`src/rtl/lsched_pkg.sv`:
```
package lsched_pkg;
  localparam int unsigned IDX_W   = 3;
  localparam int unsigned ENTRY_W = 2 + IDX_W;

  typedef enum logic [1:0] {
    STEP_FIRE  = 2'd0,
    STEP_JOIN  = 2'd1,
    STEP_POST  = 2'd2,
    STEP_AWAIT = 2'd3
  } step_kind_e;

  function automatic step_kind_e entry_kind(input logic [ENTRY_W-1:0] e);
    return step_kind_e'(e[ENTRY_W-1 -: 2]);
  endfunction

  function automatic logic [IDX_W-1:0] entry_idx(input logic [ENTRY_W-1:0] e);
    return e[IDX_W-1:0];
  endfunction
endpackage

```
`src/rtl/lsched_prog_store.sv`:
```
module lsched_prog_store #(
  parameter int unsigned DEPTH = 16,
  parameter int unsigned W     = 5,
  localparam int unsigned AW   = $clog2(DEPTH)
) (
  input  logic          clk,
  input  logic          we,
  input  logic [AW-1:0] waddr,
  input  logic [W-1:0]  wdata,
  input  logic [AW-1:0] raddr,
  output logic [W-1:0]  rdata
);
  logic [W-1:0] mem [DEPTH];

  always_ff @(posedge clk) begin
    if (we) mem[waddr] <= wdata;
  end

  assign rdata = mem[raddr];
endmodule

```
`src/rtl/lsched_task_track.sv`:
```
module lsched_task_track #(
  parameter int unsigned N_TASKS = 8
) (
  input  logic               clk,
  input  logic               rst_n,
  input  logic               clr,
  input  logic [N_TASKS-1:0] fire,
  input  logic [N_TASKS-1:0] task_done,
  input  logic [N_TASKS-1:0] consume,
  output logic [N_TASKS-1:0] ready,
  output logic               bad_done
);
  logic [N_TASKS-1:0] bad;

  for (genvar i = 0; i < N_TASKS; i++) begin : g_task
    logic started_q, pend_q, done_ok;
    assign done_ok  = task_done[i] & started_q;
    assign ready[i] = pend_q | done_ok;
    assign bad[i]   = task_done[i] & ~started_q;

    always_ff @(posedge clk or negedge rst_n) begin
      if (!rst_n) begin
        started_q <= 1'b0;
        pend_q    <= 1'b0;
      end else if (clr) begin
        started_q <= 1'b0;
        pend_q    <= 1'b0;
      end else begin
        started_q <= started_q | fire[i];
        pend_q    <= (pend_q | done_ok) & ~consume[i];
      end
    end
  end

  assign bad_done = |bad;
endmodule

```
`src/rtl/lsched_sync_bank.sv`:
```
module lsched_sync_bank #(
  parameter int unsigned N_PEERS = 4,
  parameter int unsigned CNT_W   = 4
) (
  input  logic                       clk,
  input  logic                       rst_n,
  input  logic [N_PEERS-1:0]         sync_in,
  input  logic [N_PEERS-1:0]         consume,
  output logic [N_PEERS-1:0]         avail,
  output logic [N_PEERS*CNT_W-1:0]   cnt_all
);
  localparam logic [CNT_W-1:0] CMAX = '1;

  function automatic logic [CNT_W-1:0] cnt_next(input logic [CNT_W-1:0] c,
                                                input logic inc, input logic dec);
    if (inc && !dec) return (c == CMAX) ? c : c + 1'b1;
    if (dec && !inc) return c - 1'b1;
    return c;
  endfunction

  for (genvar p = 0; p < N_PEERS; p++) begin : g_peer
    logic [CNT_W-1:0] cnt_q;
    assign avail[p] = (cnt_q != '0) | sync_in[p];
    assign cnt_all[p*CNT_W +: CNT_W] = cnt_q;

    always_ff @(posedge clk or negedge rst_n) begin
      if (!rst_n) cnt_q <= '0;
      else        cnt_q <= cnt_next(cnt_q, sync_in[p], consume[p]);
    end
  end
endmodule

```
`src/rtl/dist_local_sequencer.sv`:
```
module dist_local_sequencer
  import lsched_pkg::*;
#(
  parameter int unsigned N_TASKS = 8,
  parameter int unsigned N_PEERS = 4,
  parameter int unsigned DEPTH   = 16,
  parameter int unsigned CNT_W   = 4,
  localparam int unsigned AW = $clog2(DEPTH),
  localparam int unsigned TW = (N_TASKS > 1) ? $clog2(N_TASKS) : 1,
  localparam int unsigned PW = (N_PEERS > 1) ? $clog2(N_PEERS) : 1
) (
  input  logic               clk,
  input  logic               rst_n,
  input  logic               ld_en,
  input  logic [AW-1:0]      ld_addr,
  input  logic [ENTRY_W-1:0] ld_data,
  input  logic               go,
  input  logic [AW:0]        prog_len,
  output logic [N_TASKS-1:0] task_start,
  input  logic [N_TASKS-1:0] task_done,
  output logic [N_PEERS-1:0] sync_out,
  input  logic [N_PEERS-1:0] sync_in,
  output logic               busy,
  output logic               iter_done,
  output logic               err,
  output logic [AW:0]        pc,
  output logic               stalled
);
  logic                     busy_q, err_q;
  logic [AW:0]              pc_q, len_q;
  logic [ENTRY_W-1:0]       cur;
  step_kind_e               kind;
  logic [IDX_W-1:0]         ix;
  logic [TW-1:0]            tix;
  logic [PW-1:0]            pix;
  logic                     go_acc, at_end, exec, adv, bad_done;
  logic [N_TASKS-1:0]       fire, t_cons, t_ready;
  logic [N_PEERS-1:0]       post, s_cons, s_avail;
  logic [N_PEERS*CNT_W-1:0] cnt_all;

  assign go_acc = go & ~busy_q;
  assign at_end = busy_q & (pc_q == len_q);
  assign exec   = busy_q & ~at_end;
  assign kind   = entry_kind(cur);
  assign ix     = entry_idx(cur);
  assign tix    = ix[TW-1:0];
  assign pix    = ix[PW-1:0];

  lsched_prog_store #(.DEPTH(DEPTH), .W(ENTRY_W)) u_store (
    .clk(clk), .we(ld_en & ~busy_q), .waddr(ld_addr), .wdata(ld_data),
    .raddr(pc_q[AW-1:0]), .rdata(cur)
  );

  lsched_task_track #(.N_TASKS(N_TASKS)) u_tasks (
    .clk(clk), .rst_n(rst_n), .clr(go_acc), .fire(fire), .task_done(task_done),
    .consume(t_cons), .ready(t_ready), .bad_done(bad_done)
  );

  lsched_sync_bank #(.N_PEERS(N_PEERS), .CNT_W(CNT_W)) u_sync (
    .clk(clk), .rst_n(rst_n), .sync_in(sync_in), .consume(s_cons),
    .avail(s_avail), .cnt_all(cnt_all)
  );

  always_comb begin
    fire   = '0;
    post   = '0;
    t_cons = '0;
    s_cons = '0;
    adv    = 1'b0;
    if (exec) begin
      case (kind)
        STEP_FIRE: begin
          fire[tix] = 1'b1;
          adv       = 1'b1;
        end
        STEP_JOIN: if (t_ready[tix]) begin
          t_cons[tix] = 1'b1;
          adv         = 1'b1;
        end
        STEP_POST: begin
          post[pix] = 1'b1;
          adv       = 1'b1;
        end
        STEP_AWAIT: if (s_avail[pix]) begin
          s_cons[pix] = 1'b1;
          adv         = 1'b1;
        end
        default: adv = 1'b0;
      endcase
    end
  end

  always_ff @(posedge clk or negedge rst_n) begin
    if (!rst_n) begin
      busy_q <= 1'b0;
      pc_q   <= '0;
      len_q  <= '0;
      err_q  <= 1'b0;
    end else begin
      err_q <= err_q | bad_done;
      if (go_acc) begin
        busy_q <= 1'b1;
        pc_q   <= '0;
        len_q  <= prog_len;
      end else if (at_end) begin
        busy_q <= 1'b0;
      end else if (adv) begin
        pc_q <= pc_q + (AW+1)'(1);
      end
    end
  end

  assign task_start = fire;
  assign sync_out   = post;
  assign busy       = busy_q;
  assign iter_done  = at_end;
  assign err        = err_q;
  assign pc         = pc_q;
  assign stalled    = exec & ~adv;
endmodule

```
`config.mk`:
```
export PLATFORM = sky130hd
export DESIGN_NAME = dist_local_sequencer
export DESIGN_NICKNAME = d
export VERILOG_FILES = /design/src/rtl/lsched_pkg.sv /design/src/rtl/lsched_prog_store.sv /design/src/rtl/lsched_task_track.sv /design/src/rtl/lsched_sync_bank.sv /design/src/rtl/dist_local_sequencer.sv
export SDC_FILE = /design/constraint.sdc
export NUM_CORES = 1
export LEC_CHECK = 0
export BUFFER_PORTS_ARGS = -buffer_cell sky130_fd_sc_hd__buf_2
export CAP_MARGIN = 20
export CORE_MARGIN = 10
export CORE_UTILIZATION = 60
export DETAILED_ROUTE_END_ITERATION = 7
export HOLD_SLACK_MARGIN = 0.06
export PLACE_DENSITY = 0.87
export SKIP_CTS_REPAIR_TIMING = 1
export SLEW_MARGIN = 0
export SYNTH_ARGS = -nofsm -noshare
export SYNTH_HDL_FRONTEND = slang
export SYNTH_SLANG_ARGS = --single-unit
```
`constraint.sdc`:
```
create_clock -name clk -period 4.5 [get_ports clk]
set_input_delay 0 -clock clk [delete_from_list [all_inputs] [get_ports clk]]
set_output_delay 0 -clock clk [all_outputs]
set_load 0.05 [all_outputs]
```
* Word-level counts from Yosys, hierarchy flattened
Memory sizes are Yosys's and may differ from the RTL's. Cells that the tools add are included.
Operators by class: $add $sub $neg 9, $lt $le $gt $ge 4, eq/ne operators 9, multiplexer cells 77, bitwise gates (word level) 69, reductions and logical operators 32
Operators with widths (count):
- $mux 4 | 25
- $mux 8 | 5
- $mux 1 | 39
- $and 1x1->1 | 29
- $or 1x1->1 | 21
- $not 1->1 | 19
- $add 4x1->4 const B | 4
- $eq 4x4->1 const B | 4
- $reduce_bool 4->1 | 4
- $sub 4x1->4 const B | 4
- $mux 5 | 3
- $reduce_bool 2->1 | 6
- $logic_and 1x1->1 | 10
- $logic_not 1->1 | 8
- $reduce_or 8->1 | 1
- $add 5x1->5 const B | 1
- $eq 5x5->1 | 1
- $eq 2x2->1 const B | 2
- $lt 3x4->1 const B | 1
- $bmux 1 s3 | 1
- $demux 1 s3 | 1
- $ge 3x1->1 const B | 1
- $lt 2x3->1 const B | 1
- $pmux 1 s3 | 1
- 8 further kinds | 8
Storage, ports and cells: flip-flop bits (word level) 44, bits in writable memories 80, bits of input ports 30, output and inout port bits 21, word-level logic and storage cells 225, memories kept 1
Memories:
- u_store.mem | depth 16, bits a word 5, rd ports 1, clocked after Yosys merged registers in 0, wr ports 1, line lsched_prog_store.sv:13 | logic [W-1:0] mem [DEPTH];

* Depth between registers and ports, before layout
An unclocked memory read counts as a cell.
word-level depth 14, mapped depth 18, gate-level depth less buffers 14

* By module
A second synthesis with hierarchy kept.
Unflattened totals: cells, all modules 472, area total of the unflattened synthesis 6097.1 um2
Modules (own cells, without submodules):
- lsched_prog_store | instances 1, cells each 150, area an instance 3113.0 um2, seq. area each 2402.3 um2
- lsched_sync_bank | instances 1, cells each 147, area an instance 1406.3 um2, seq. area each 400.4 um2
- dist_local_sequencer | instances 1, cells each 112, area an instance 924.6 um2, seq. area each 300.3 um2
- lsched_task_track | instances 1, cells each 63, area an instance 653.1 um2, seq. area each 400.4 um2

* Worst setup path after synthesis
No wires, ideal clock.
path type register -> register, start register pc_q[0] (netlist: pc[0]), end register u_sync.g_peer[0].cnt_q[3], library setup time 82 ps, arrival 3634 ps, data required time 4418 ps, path slack 784 ps, stages on the path, launching flop included 16, buffers on the path 1, period minus slack after synthesis 3716 ps, cells stage by stage dfrtp_1 buf_6 mux4_2 a2bb2oi_1 a32o_2 mux2_4 a211oi_1 nand3_1 nor2_1 inv_1 ha_1 nand2b_1 or4_1 a21oi_1 nor2_1 a31oi_1
On the way: cells in the longest elaborated chain, start to end 12, elaborated cells between the ends (all ways) 26, classes of those cells 2 x order compare; 2 x eq/ne; 13 x mux; 3 x bitwise; 5 x reduce/logical; 1 x memory
Ends and longest elaborated chain:
- start: declaration | line dist_local_sequencer.sv:30 | logic [AW:0] pc_q, len_q;
- start signal: assignment | line dist_local_sequencer.sv:108 | pc_q <= pc_q + (AW+1)'(1);
- $mem_v2 16x5
- $lt 2x3->1 (implied by the code) or $ge 2x1->1 (tied branches) | line dist_local_sequencer.sv:85 | s_cons[pix] = 1'b1;
- $logic_and 1x1->1 (implied by the code) | line dist_local_sequencer.sv:85
- $mux 1 (implied by the code) | line dist_local_sequencer.sv:85
- $demux 1 s2 | line dist_local_sequencer.sv:85
- $mux 4 | line dist_local_sequencer.sv:84 | STEP_AWAIT: if (s_avail[pix]) begin
- $mux 4 | line dist_local_sequencer.sv:71 | case (kind)
- $mux 4 * | line dist_local_sequencer.sv:70 | if (exec) begin
- $logic_and 1x1->1 or $logic_not 1->1 (tied branches) | line lsched_sync_bank.sv:17, lsched_sync_bank.sv:16
- $mux 4 (tied with other cells) | line lsched_sync_bank.sv:17 | if (dec && !inc) return c - 1'b1;
- $mux 4 (tied with other cells) | line lsched_sync_bank.sv:18 | return c;
- $mux 4 or $reduce_bool 2->1 (tied branches)
- end signal: assignment | line lsched_sync_bank.sv:28 | else cnt_q <= cnt_next(cnt_q, sync_in[p], consume[p]);
- end: declaration | line lsched_sync_bank.sv:22 | logic [CNT_W-1:0] cnt_q;
Every way passes the cells marked *; elsewhere a longest branch is shown, timed or not. The select of a mux whose other input is x is not followed. A chain may end at the register's enable or synchronous reset.

* Worst setup path after layout
start register pc_q[0] (netlist: pc[0]), end register u_sync.g_peer[2].cnt_q[2]
On the way: cells in the longest elaborated chain, start to end 12, elaborated cells between the ends (all ways) 26, classes of those cells 2 x order compare; 2 x eq/ne; 13 x mux; 3 x bitwise; 5 x reduce/logical; 1 x memory
Ends and longest elaborated chain (line):
- $mem_v2 16x5
- $lt 2x3->1 (implied by the code) or $ge 2x1->1 (tied branches) | dist_local_sequencer.sv:85
- $logic_and 1x1->1 (implied by the code) | dist_local_sequencer.sv:85
- $mux 1 (implied by the code) | dist_local_sequencer.sv:85
- $demux 1 s2 | dist_local_sequencer.sv:85
- $mux 4 | dist_local_sequencer.sv:84
- $mux 4 | dist_local_sequencer.sv:71
- $mux 4 * | dist_local_sequencer.sv:70
- $logic_and 1x1->1 or $logic_not 1->1 (tied branches) | lsched_sync_bank.sv:17, lsched_sync_bank.sv:16
- $mux 4 (tied with other cells) | lsched_sync_bank.sv:17
- $mux 4 (tied with other cells) | lsched_sync_bank.sv:18
- $mux 4 or $reduce_bool 2->1 (tied branches)
- end signal: assignment | lsched_sync_bank.sv:28
- end: declaration | lsched_sync_bank.sv:22
Marks and branches as above.

==> results.py <==
metrics = {
    "clock_tree": {
        "cts_buffer_depth": 2,
        "cts_tree": "done",
        "clock_latency_ns": 0.53,
        "h-tree-depth": 4,
        "clock-sinks": 124,
        "cts-root-buf": "clkbuf_8",
        "path_clk_slew_ns": 0.06,
        "cts_made_buffers": 17,
    },
    "grt": {
        "globalRouteTotalUtil_pct": 19.3,
        "grt_overflow": 0,
        "antenna_found_initial": 0,
        "grt_pass1_wl_um": 22200,
        "grt_pass1_vias": 4255,
        "grt_max_degree": 45,
    },
    "worst_setup_path": {
        "critical_path_required_ns": 4.90,
        "worstSetupPathType": "reg -> reg",
        "start_kind": "register",
        "cp_cell_sequence": "buf_4 -> mux4_2 -> a2bb2oi_1 -> a32o_2 -> mux2_4 -> a211oi_1 -> and3_1 -> nand2_1 -> inv_1 -> ha_1 -> nor2b_1 -> a21oi_1 -> o21ai_0 -> o41ai_1",
        "slowest_delay_ns": 0.53,
        "reg2reg_from": "pc[0]",
        "cp_num_buf_inv": 2,
        "critPathTopFamily": "compound AO/OA/AOI/OAI gates",
        "crit_path_end_kind": "register",
        "r2r_cells": 14,
        "critical_path_depth": 14,
        "crit_fanout": 15,
        "cp.arrival_ns": 4.39,
        "rr_endpoint": "u_sync.g_peer[2].cnt_q[2]",
        "crit_path_top_delay_cell": "mux4_2",
        "worst-r2r-setup-slack_ns": 0.51,
    },
    "run": {
        "cap_violations": 0,
    },
    "sta": {
        "max-slew-margin-rel_pct": 27.2,
        "worst_slew_pin_slew_ns": 1.09,
        "period_needed_ns": 3.99,
        "whs_ns": 0.0145,
        "hold_viol": 0,
        "finalSetupViolCount": 0,
        "tns_ns": 0,
        "period_share_pct": 88.7,
        "rsz0062_at_grt": "false",
        "max_freq_ghz": 0.251,
        "maxSlewViolCount": 0,
        "clock-skew-final_ns": 0.00734,
    },
    "synth": {
        "avgSynthCellArea_um2": 12.6,
        "synth.area.mux_share_pct": 9.90,
        "synth_top_family_by_area": "simple AND/OR/NAND/NOR gates",
        "synth-seq-cells": 124,
        "ys_types": 62,
        "synthAdderAreaFrac_pct": 4.28,
        "synth_top_area_share_pct": 39.1,
        "ys_warn_count": 0,
        "synth-edff-count": 80,
        "synth_compound_area_share_pct": 11.1,
        "yosys-top-cells-count": "80 x edfxtp_1, 44 x dfrtp_1, 43 x nor2_1",
        "synth_largest_area_cell": "edfxtp_1",
        "ys_seq_area_share_pct": 57.0,
        "ys_async_sr_fraction_pct": 35.5,
        "synthMostInstantiatedCell": "edfxtp_1",
        "synth_flop_cell": "edfxtp_1",
        "synthCells": 487,
        "synth_area_um2": 6140,
        "synth_area_leaders": "edfxtp_1 39%, dfrtp_1 18%, mux4_2 6.6%",
        "syn-num-nets": 538,
        "synth_xor_area_share_pct": 1.28,
        "synth-simple-area-share_pct": 13.2,
    },
    "place": {
        "gp_congestion": 0.851,
        "port-buffer-count": 50,
        "dp_hpwl_um": 9420,
        "placed_cells_incl_taps": 659,
        "dpl-instance-area_um2": 6510,
    },
    "drt": {
        "totalWireLength_um": 14300,
        "num_vias": 4341,
        "avgViaCountPerCell": 6.05,
        "ant_nets": 0,
        "detail_route.first_pass.iterations": 6,
        "drt_drc_violations_left": 0,
        "post_drt_wl_per_cell_um": 19.9,
        "initialDrtViolationCount": 392,
    },
    "min_path": {
        "hold_path_end": "u_sync.g_peer[0].cnt_q[2]",
        "min_from": "sync_in[0]",
        "worstHoldPathType": "in -> reg",
        "holdPathStages": 5,
    },
    "power": {
        "p_clk_share_pct": 26.4,
        "ir_drop_uv": 333,
        "p_seq_share_pct": 31.7,
        "swShare_pct": 40.6,
        "p_int_uw": 3050,
        "leakage_uw": 0.00294,
        "power.switching_uw": 2090,
        "power_frac_comb_pct": 41.9,
        "pwr_density_cell_nw_per_um2": 696,
    },
    "cells_and_area": {
        "postLayoutCoreUtil_pct": 74.8,
        "diodes": 0,
        "area_growth_syn_to_layout_pct": 20.1,
        "design_area_um2": 7380,
        "final_nets": 623,
        "final_cells": 718,
        "fillers": 594,
        "layout-drive-gt1-share_pct": 20.3,
    },
    "floorplan": {
        "dieArea_um2": 14700,
        "core_area_um2": 9860,
        "die_x_um": 121,
        "ios": 51,
        "rows": 36,
        "initial_core_util_pct": 62.3,
        "die_h_um": 121,
    },
    "status": {
        "outcome": "finished clean",
    },
}
sequential cells by signal (all words and copies together), names as in the netlist:
signal and flops:
u_tasks.g_task.pend_q 8, err 1, u_sync.g_peer.cnt_q 16, pc 5, u_store.mem 80, busy 1
u_tasks.g_task.started_q 8, len_q 5
per-stage QoR:
stage / power, uW / setup WS [ns]
6_report: 5140 / 0.510
5_1_grt: 5420 / 0.212
4_1_cts: 5110 / 0.511
3_5_place_dp: 3720 / 0.616
3_3_place_gp: 3640 / 0.807
2_1_floorplan: 3250 / 0.784
power groups by stage:
stage / sequential (uW) / clock, uW / combinational [uW]
floorplan: 1620 / 0 / 1620
global placement: 1620 / 0 / 2010
detailed placement: 1640 / 0 / 2080
CTS: 1620 / 1370 / 2120
global route: 1660 / 1410 / 2350
finish: 1630 / 1350 / 2150
tightest hold or removal path, cell delays in order:
cell and delay [ns]:
buf_2 0.10, ha_1 0.15, nor2b_1 0.07, nor2_1 0.10, o41ai_1 0.08
layer usage:
metal  part of all wire, %  routed length [um]  track usage (%)
met5                     0                   0                0
met4                   3.3                 465             8.05
met3                   7.0                 996             5.44
met2                    50                7070             32.5
met1                    40                5740             22.8
final cells by class:
class | count | area (um^2) | share of cell area, %
Tap cell | 133 | 166 | 2.26
Inverter | 30 | 113 | 1.53
Multi-Input combinational cell | 318 | 2440 | 33.1
Clock inverter | 15 | 178 | 2.41
Timing Repair Buffer | 81 | 561 | 7.60
Clock buffer | 17 | 414 | 5.61
Sequential cell | 124 | 3500 | 47.5
logic make-up (layout without fill, tap and decap cells):
logic type	Yosys count	count (layout)
compound gates	95	95
flops	124	124
buf+inv	45	143
simple gates	157	157
xor+xnor	9	9
mux	36	36
fa+ha+maj	21	21
cell usage in the layout, fill, tap and decap left out, drive strengths merged, types with 7 or more instances in the layout:
cell type / synthesis / routed
a211oi: 11 / 11
a21oi: 28 / 28
and3: 7 / 7
buf: 6 / 55
clkbuf: 9 / 17
dfrtp: 44 / 44
dlygate4sd3: 0 / 26
edfxtp: 80 / 80
ha: 21 / 21
inv: 28 / 37
mux2i: 13 / 13
mux4: 18 / 18
nand2: 36 / 36
nand2b: 11 / 11
nand3: 9 / 9
nor2: 43 / 43
nor2b: 7 / 7
nor3: 13 / 13
nor4b: 7 / 7
o21a: 8 / 8
o21ai: 8 / 8
worst max-delay path by stage:
stage / startpoint / end
2_1_floorplan: pc[0] / u_sync.g_peer[0].cnt_q[3]
3_3_place_gp: pc[0] / u_sync.g_peer[0].cnt_q[3]
3_5_place_dp: pc[2] / u_sync.g_peer[0].cnt_q[3]
4_1_cts: pc[0] / u_sync.g_peer[2].cnt_q[2]
5_1_grt: pc[2] / u_sync.g_peer[2].cnt_q[2]
6_report: pc[0] / u_sync.g_peer[2].cnt_q[2]
Power figures use the tool's default switching activity.
